File: config.mk
export PLATFORM = sky130hd
export DESIGN_NAME = pwm_multi_gen
export DESIGN_NICKNAME = d
export VERILOG_FILES = /design/src/rtl/pwm_pkg.sv /design/src/rtl/pwm_btn_sync.sv /design/src/rtl/pwm_duty_step.sv /design/src/rtl/pwm_res_counter.sv /design/src/rtl/pwm_chan_out.sv /design/src/rtl/pwm_multi_gen.sv
export SDC_FILE = /design/constraint.sdc
export NUM_CORES = 1
export LEC_CHECK = 0
export BUFFER_PORTS_ARGS = -buffer_cell sky130_fd_sc_hd__buf_2
export CAP_MARGIN = 40
export CORE_MARGIN = 2
export CORE_UTILIZATION = 38
export DETAILED_ROUTE_END_ITERATION = 12
export REMOVE_ABC_BUFFERS = 1
export SYNTH_ARGS = -nofsm -noshare
export SYNTH_HDL_FRONTEND = slang
export SYNTH_HIERARCHICAL = 1
export SYNTH_SLANG_ARGS = --single-unit
File: constraint.sdc
create_clock -name clk -period 9.17 [get_ports clk]
set_input_delay 0.917 -clock clk [delete_from_list [all_inputs] [get_ports clk]]
set_output_delay 0.917 -clock clk [all_outputs]
set_load 0.01 [all_outputs]
File: src/rtl/pwm_pkg.sv
package pwm_pkg;
  // Duty value for a step index: floor(idx * full / steps)
  function automatic int unsigned step_to_duty(input int unsigned idx,
                                               input int unsigned full,
                                               input int unsigned steps);
    return (idx * full) / steps;
  endfunction
endpackage

File: src/rtl/pwm_btn_sync.sv
module pwm_btn_sync (
  input  logic clk,
  input  logic rst_n,
  input  logic btn_raw,
  output logic press
);
  logic s1, s2, s3;

  always_ff @(posedge clk) begin
    if (!rst_n) begin
      s1 <= 1'b0;
      s2 <= 1'b0;
      s3 <= 1'b0;
    end else begin
      s1 <= btn_raw;
      s2 <= s1;
      s3 <= s2;
    end
  end

  assign press = s2 & ~s3;

  // A press pulse never lasts two cycles in a row
  AST_PRESS_SINGLE: assert property (@(posedge clk) disable iff (!rst_n)
    press |=> !press);
endmodule

File: src/rtl/pwm_duty_step.sv
module pwm_duty_step #(
  parameter int RES_W = 8,
  parameter int STEPS = 10
) (
  input  logic           clk,
  input  logic           rst_n,
  input  logic           press,
  output logic [RES_W:0] duty_pend
);
  import pwm_pkg::*;
  localparam int FULL   = 1 << RES_W;
  localparam int IDX_W  = $clog2(STEPS + 1);
  localparam int DUTY_W = RES_W + 1;

  logic [IDX_W-1:0] idx, idx_nxt;

  always_comb begin
    if (idx == IDX_W'(STEPS)) idx_nxt = '0;
    else                      idx_nxt = idx + 1'b1;
  end

  always_ff @(posedge clk) begin
    if (!rst_n) begin
      idx       <= '0;
      duty_pend <= '0;
    end else if (press) begin
      idx       <= idx_nxt;
      duty_pend <= DUTY_W'(step_to_duty(int'(idx_nxt), FULL, STEPS));
    end
  end

  AST_IDX_RANGE: assert property (@(posedge clk) disable iff (!rst_n)
    idx <= IDX_W'(STEPS));
  AST_IDX_HOLD: assert property (@(posedge clk) disable iff (!rst_n)
    !press |=> $stable(idx));
  AST_DUTY_CAP: assert property (@(posedge clk) disable iff (!rst_n)
    duty_pend <= DUTY_W'(FULL));
endmodule

File: src/rtl/pwm_res_counter.sv
module pwm_res_counter #(
  parameter int RES_W = 8
) (
  input  logic             clk,
  input  logic             rst_n,
  input  logic             tick,
  output logic [RES_W-1:0] cnt,
  output logic             wrap
);
  always_ff @(posedge clk) begin
    if (!rst_n)    cnt <= '0;
    else if (tick) cnt <= cnt + 1'b1;
  end

  assign wrap = tick && (cnt == {RES_W{1'b1}});

  AST_CNT_HOLD: assert property (@(posedge clk) disable iff (!rst_n)
    !tick |=> $stable(cnt));
  AST_CNT_ROLL: assert property (@(posedge clk) disable iff (!rst_n)
    wrap |=> (cnt == '0));
endmodule

File: src/rtl/pwm_chan_out.sv
module pwm_chan_out #(
  parameter int RES_W = 8
) (
  input  logic             clk,
  input  logic             rst_n,
  input  logic             wrap,
  input  logic [RES_W-1:0] cnt,
  input  logic [RES_W:0]   duty_pend,
  output logic             pwm
);
  logic [RES_W:0] duty_live;

  always_ff @(posedge clk) begin
    if (!rst_n)    duty_live <= '0;
    else if (wrap) duty_live <= duty_pend;
  end

  assign pwm = ({1'b0, cnt} < duty_live);

  AST_LIVE_HOLD: assert property (@(posedge clk) disable iff (!rst_n)
    !wrap |=> $stable(duty_live));
  AST_RISE_AT_ROLL: assert property (@(posedge clk) disable iff (!rst_n)
    $rose(pwm) |-> (cnt == '0));
endmodule

File: src/rtl/pwm_multi_gen.sv
module pwm_multi_gen #(
  parameter int NCH   = 4,
  parameter int RES_W = 8,
  parameter int STEPS = 10
) (
  input  logic           clk,
  input  logic           rst_n,
  input  logic           tick,
  input  logic [NCH-1:0] btn,
  output logic [NCH-1:0] pwm
);
  logic [RES_W-1:0] cnt;
  logic             wrap;

  pwm_res_counter #(.RES_W(RES_W)) u_cnt (
    .clk(clk), .rst_n(rst_n), .tick(tick), .cnt(cnt), .wrap(wrap)
  );

  for (genvar i = 0; i < NCH; i++) begin : g_ch
    logic           press;
    logic [RES_W:0] duty_pend;

    pwm_btn_sync u_sync (
      .clk(clk), .rst_n(rst_n), .btn_raw(btn[i]), .press(press)
    );

    pwm_duty_step #(.RES_W(RES_W), .STEPS(STEPS)) u_step (
      .clk(clk), .rst_n(rst_n), .press(press), .duty_pend(duty_pend)
    );

    pwm_chan_out #(.RES_W(RES_W)) u_out (
      .clk(clk), .rst_n(rst_n), .wrap(wrap), .cnt(cnt),
      .duty_pend(duty_pend), .pwm(pwm[i])
    );

    AST_HOLD_NO_TICK: assert property (@(posedge clk) disable iff (!rst_n)
      !tick |=> $stable(pwm[i]));
  end
endmodule

Word level (Yosys, flattened, before mapping)
Index checks and enable logic that the tools add are counted.
{"block": "totals", "out_inout_bits": 4, "wordCells": 56, "input_bits": 7, "ff_bits": 108}
{"block": "op_classes", "n_mux": 4, "n_div": 4, "eq_ne": 5, "n_bitwise": 8, "reduce_logical": 1, "magnitude_cmp": 4, "addsub": 5}
{"cell": "$div 12x4->32 const B", "n": 4}
{"cell": "$lt 8x9->1", "n": 4}
{"cell": "$add 4x1->4 const B", "n": 4}
{"cell": "$eq 4x4->1 const B", "n": 4}
{"cell": "$mux 4", "n": 4}
{"cell": "$add 8x1->8 const B", "n": 1}
{"cell": "$eq 8x8->1 const B", "n": 1}
{"cell": "$and 1x1->1", "n": 4}
{"cell": "$not 1->1", "n": 4}
{"cell": "$logic_and 1x1->1", "n": 1}

Longest topological paths before layout
{"block": "logic_depth", "depth_word": 3, "depth_mapped": 47, "depth_no_buf": 40}

Modules after synthesis
Netlist, hierarchy kept.
{"mod": "pwm_duty_step", "area_per_inst_um2": 2359.8, "instances": 4, "cells_each": 320}
{"mod": "pwm_chan_out", "area_per_inst_um2": 539.3, "instances": 4, "cells_each": 54}
{"mod": "pwm_btn_sync", "area_per_inst_um2": 92.6, "instances": 4, "cells_each": 7}
{"mod": "pwm_res_counter", "area_per_inst_um2": 367.9, "instances": 1, "cells_each": 39}

Worst setup path before layout
Ideal clock, no wire load.
{"block": "synth_timing", "kind": "register -> register", "from": "reg g_ch[0].u_step.idx[1]", "to": "reg g_ch[0].u_step.duty_pend[0]", "t_arrival_ns": 9.168, "path_slack_ns": -0.135, "setup_time_ns": 0.137, "t_required_ns": 9.033, "n_path_buf": 7, "path_stages_with_launch": 46, "synth_period_minus_slack_ns": 9.305, "path_cell_list": "dfxtp_1 buf_4 clkbuf_1 nand2_1 xnor2_1 ha_1 maj3_2 a21o_1 a211o_1 buf_4 and3_1 buf_2 xnor2_1 inv_1 ha_1 inv_1 nand4_1 a2111oi_4 [... 10 more ...] nor3_4 a32o_1 buf_2 inv_1 ha_1 a2111oi_4 inv_1 ha_1 a221o_1 or3_1 buf_2 ha_1 nand2_1 inv_1 o31a_1 o311ai_0 a221oi_1 a31oi_1"}
{"block": "synth_via", "elab_chain_cells": 3, "word_cells_on_any_way": 4, "cone_classes": "1 x add/sub; 1 x div; 1 x eq/ne; 1 x mux"}
{"element": "from (decl)", "line": "pwm_duty_step.sv:15", "source": "logic [IDX_W-1:0] idx, idx_nxt;"}
{"element": "from (signal assigned)", "line": "pwm_duty_step.sv:27", "source": "idx <= idx_nxt;"}
{"element": "$add 4x1->4 or $eq 4x4->1 (tied branches)", "line": "pwm_duty_step.sv:19, pwm_duty_step.sv:18"}
{"element": "$mux 4 (*)", "line": "pwm_duty_step.sv:18", "source": "if (idx == IDX_W'(STEPS)) idx_nxt = '0;"}
{"element": "$div 12x4->32 (*)", "line": "pwm_pkg.sv:6", "source": "return (idx * full) / steps;"}
{"element": "to (signal assigned)", "line": "pwm_duty_step.sv:28", "source": "duty_pend <= DUTY_W'(step_to_duty(int'(idx_nxt), FULL, STEPS));"}
{"element": "to (decl)", "line": "pwm_duty_step.sv:8", "source": "output logic [RES_W:0] duty_pend"}
Mark *: on every way between the ends. The rest lies on a longest branch, timed or not.
A chain may end at the register's enable or synchronous reset.

Worst setup path in the final report
{"block": "layout_timing", "from": "reg g_ch[0].u_step.idx[2]", "to": "reg g_ch[0].u_step.duty_pend[0]"}
Same word-level chain as after synthesis.

==> reports/results.txt <==
For the full die area, the log shows 0.0339 mm^2. The synthesized netlist occupies a cell area of 0.0123 mm^2. Buffers inserted during clock tree synthesis total 9. The clock reaches the later pin of the worst-skew pair after 0.35 ns.

The area of the core came out at 0.0318 mm^2. The first detailed-routing pass ran for 5 iterations. The floorplan die width came out at 184 um. Among the stages of the critical path, the cell type that occurs most often is sky130_fd_sc_hd__ha_1. The leading cell type by number of instances after synthesis was sky130_fd_sc_hd__nand2_1.

Summed over all layers, the routed wires come to 29200 um. The height of the chip works out to 184 um. Area of the multi-input gates: 0.00920 mm^2. In the routed design, unresolved DRC markers number 0. Relative to the synthesized area, the layout overhead comes to 8.03%. By startpoint and endpoint, the worst setup path is classified as flip-flop to flip-flop.

Clock group share of total power: 19.7%. On the final layout, the worst clock skew is 0.00921 ns. After technology mapping, the gate count stands at 1563. In this run the remaining antenna-violating nets after routing total 0.

Biggest cell delay along the critical path: 0.50 ns. Across the run, the number of max-cap violations was 0. The routed length per placed instance works out to 14.5 um. Counting flops with a built-in enable in the synthesized netlist gives 0. Switching share of power: 42.4%. Among cell families on the critical path, the largest total delay comes from compound AO/OA/AOI/OAI gates. Via count of the first global-routing pass: 10700. The run gives 714 as the violation count after the first detailed-route iteration. Hold repair after CTS inserted 0 buffers.

The share of Yosys cell area claimed by the top area cell type came out at 17.5%. The worst slew slack as a fraction of its limit is 41.2%, and the slew at the pin closest to its max-slew limit is 0.880 ns. The post-route clock period utilization was 92.8%; the total grt overflow was 0. The congestion estimate from routability-driven global placement came to 0.885. In this run the number of H-tree levels came out at 3. The worst min-delay path class was flip-flop to flip-flop.

The overall fraction of global-route tracks in use is 17.1%. The count of fill cells added during filler insertion is 3209, and the number of synthesized register bits is 108. The repair_antennas step left the layout with diodes totalling 0.

The number of cells on the worst reg-to-reg path came out at 37. Startpoint kind of the worst setup timing path: a flip-flop. The sum of buffers and inverters on the critical path is 7. After layout, the minimum clock period comes to 8.51 ns. The number of gates resized after CTS was 0. Maximum count of clock buffers along a single path: 2. The Yosys warning count is 6. The floorplan has 65 rows.

Across the whole layout, storage elements account for 0.00218 mm^2. TritonCTS built the clock tree. The largest driver fanout on the critical path is 16.

STA classifies the critical path endpoint as a flip-flop. For the worst setup slack after placement, the log shows 0.472 ns. After synthesis, the cell types taking the most area are sky130_fd_sc_hd__dfxtp_1 18%, sky130_fd_sc_hd__ha_1 7.4%, sky130_fd_sc_hd__mux2i_1 5.4%. The analysis attributes to net switching a power of 0.000855 W. The number of vias in the routed layout came out at 11500. The logs give 0 for the hold violation total from the final report and 63 for the pin count of the biggest net entering global routing. After detailed placement, the total cell area comes to 0.0130 mm^2.

The part of the total power dissipated in combinational logic is 55.8%, and the quantity of I/O buffers inserted on ports is 10. The logs give 0 for the post-CTS repair timing setup buffer count and 0 for the total of endpoints with negative setup slack in the final report. For the first-pass GRT wire length, the log shows 50300 um. The finished cells cover 0.0133 mm^2.

The run gives 81 as the number of distinct library cell variants in the gate-level netlist after synthesis. The critical path required time was 9.39 ns. The critical path runs through a total of 37 cells. For this design the top-level I/O count stands at 11. Among all flip-flop cells after synthesis, the most frequent one is sky130_fd_sc_hd__dfxtp_1. The run finished with clean final reports.

The number of cells on the worst hold path was 1; the static leakage was 4.85 nW. Mean instance size in the synthesized netlist: 7.89 um^2. Among all stages on the critical path, the largest delay is contributed by sky130_fd_sc_hd__dfxtp_2. sky130_fd_sc_hd__dfxtp_1 takes more of the synthesized area than any other cell. Across all setup checks in the final design, the least slack found is 0.662 ns. The run gives 0.00116 W as the cell-internal power. The tree is rooted in a sky130_fd_sc_hd__clkbuf_16. For the number of max-slew violations in the final report, the log shows 0. Clock tree synthesis found a total of 108 sinks. The setup TNS was 0 ns. By count the netlist is led by 121 x sky130_fd_sc_hd__nand2_1, 113 x sky130_fd_sc_hd__inv_1, 108 x sky130_fd_sc_hd__dfxtp_1.

Of the total power, registers draw 24.5%. The logs give 118 MHz for the highest clock rate and 1656 for the number of nets in the final layout. The per-cell via count in the routed design works out to 5.72. For the initial antenna violation count, the log shows 0.

For this design the ratio of total power to cell area is 151 mW/mm^2. For the initial core utilization, the log shows 38.8%. Cells with a size suffix above 1 make up 15.5% of the layout.

The half-perimeter wire length after detailed placement was 22200 um; the async set or reset register ratio after synthesis was 0%. After clock tree synthesis, the clock-pin slew on the worst setup and hold paths is 0.08 ns. Setup repair after global routing left no endpoint under its margin. The highest ir drop seen on vdd is 0.0992 mV, and the worst path arrival time is 8.73 ns. The run gives 17.5% as the share of synthesized area occupied by flip-flops and latches.
worst reg2reg max path, delay by kind of cell (launching register included):
family | cells | cell delay [ns]
xor gates and xnor gates | 1 | 0.21
and+or+nand+nor | 11 | 1.94
DFF | 1 | 0.50
AOI/OAI and AO/OA | 12 | 3.06
buffers and inverters | 7 | 0.87
adders and majority gates | 6 | 1.84
flip-flops by register name (all words and copies together) (netlist names):
signal,flops
g_ch.u_sync/s3,4
u_cnt/cnt,8
g_ch.u_sync/s2,4
g_ch.u_out/duty_live,36
g_ch.u_step/duty_pend,36
g_ch.u_step/idx,16
g_ch.u_sync/s1,4
worst paths after layout:
path / to / startpoint / slack [ns]
max: g_ch[0].u_step/duty_pend[0] / g_ch[0].u_step/idx[2] / 0.66
min: g_ch[1].u_sync/s2 / g_ch[1].u_sync/s1 / 0.43
max reg2reg: g_ch[0].u_step/duty_pend[0] / g_ch[0].u_step/idx[2] / 0.66
min reg2reg: g_ch[1].u_sync/s2 / g_ch[1].u_sync/s1 / 0.43
layout make-up:
type                    count  share of cell area (%)
clock buffers               9                    1.69
clock inverters             7                   0.610
inverters                 125                    3.67
well taps                 435                    4.08
repair buffers             83                    4.58
flip-flops and latches    108                    16.3
multi-input cells        1249                    69.0
per-layer routing:
layer	vias to the layer above	part of all wire, %	routed length (um)	track usage (%)
met2	254	47	13600	28.7
met4	0	0.81	236	3.46
met5	-	0	0	0
met3	28	3.5	1040	1.66
li1	5843	-	-	-
met1	5401	49	14300	23.9
metrics by stage:
| step | hold slack (ns) | instances | power, W | util, % |
|---|---|---|---|---|
| finish | 0.434 | 2016 | 0.00201 | 41.9 |
| global route | 0.447 | 2016 | 0.00217 | 41.9 |
| CTS | 0.438 | 2016 | 0.00202 | 41.8 |
| detailed placement | 0.413 | 2000 | 0.00161 | 40.8 |
| global placement | 0.408 | 1999 | 0.00161 | 40.7 |
| floorplan | 0.406 | 1482 | 0.00136 | - |
logic make-up after synthesis:
| family | count (synthesis) | share of synthesized area [%] |
|---|---|---|
| AO/OA/AOI/OAI | 482 | 32.2 |
| XOR/XNOR | 40 | 2.84 |
| adder cells (fa/ha/maj) | 77 | 7.77 |
| buffers and inverters | 206 | 8.13 |
| flip-flops | 108 | 17.5 |
| multiplexers | 67 | 5.44 |
| AND/OR/NAND/NOR | 583 | 26.1 |
cell usage in the layout, fill, tap and decap left out, types with 16 or more instances in the layout:
cell type	count
sky130_fd_sc_hd__a211oi_1	46
sky130_fd_sc_hd__a21o_1	20
sky130_fd_sc_hd__a21oi_1	74
sky130_fd_sc_hd__a31oi_1	28
sky130_fd_sc_hd__and2_1	31
sky130_fd_sc_hd__and3_1	23
sky130_fd_sc_hd__buf_4	72
sky130_fd_sc_hd__dfxtp_1	99
sky130_fd_sc_hd__ha_1	73
sky130_fd_sc_hd__inv_1	113
sky130_fd_sc_hd__mux2i_1	67
sky130_fd_sc_hd__nand2_1	121
sky130_fd_sc_hd__nand2b_1	45
sky130_fd_sc_hd__nand3_1	34
sky130_fd_sc_hd__nand3b_1	32
sky130_fd_sc_hd__nor2_1	101
sky130_fd_sc_hd__nor2b_1	48
sky130_fd_sc_hd__nor3_1	41
sky130_fd_sc_hd__nor4_1	16
sky130_fd_sc_hd__o211ai_1	32
sky130_fd_sc_hd__o21a_1	20
sky130_fd_sc_hd__o21ai_0	54
sky130_fd_sc_hd__or2_2	16
sky130_fd_sc_hd__xnor2_1	35
power by group through the flow:
stage / Sequential [W] / Clock (W) / Combinational [W]
after global placement: 0.000505 / 0 / 0.00110
after global routing: 0.000496 / 0.000424 / 0.00125
final: 0.000494 / 0.000397 / 0.00112
after CTS: 0.000494 / 0.000409 / 0.00111
after floorplan: 0.000506 / 0 / 0.000851
after detailed placement: 0.000505 / 0 / 0.00111
Power figures use the tool's default switching activity.
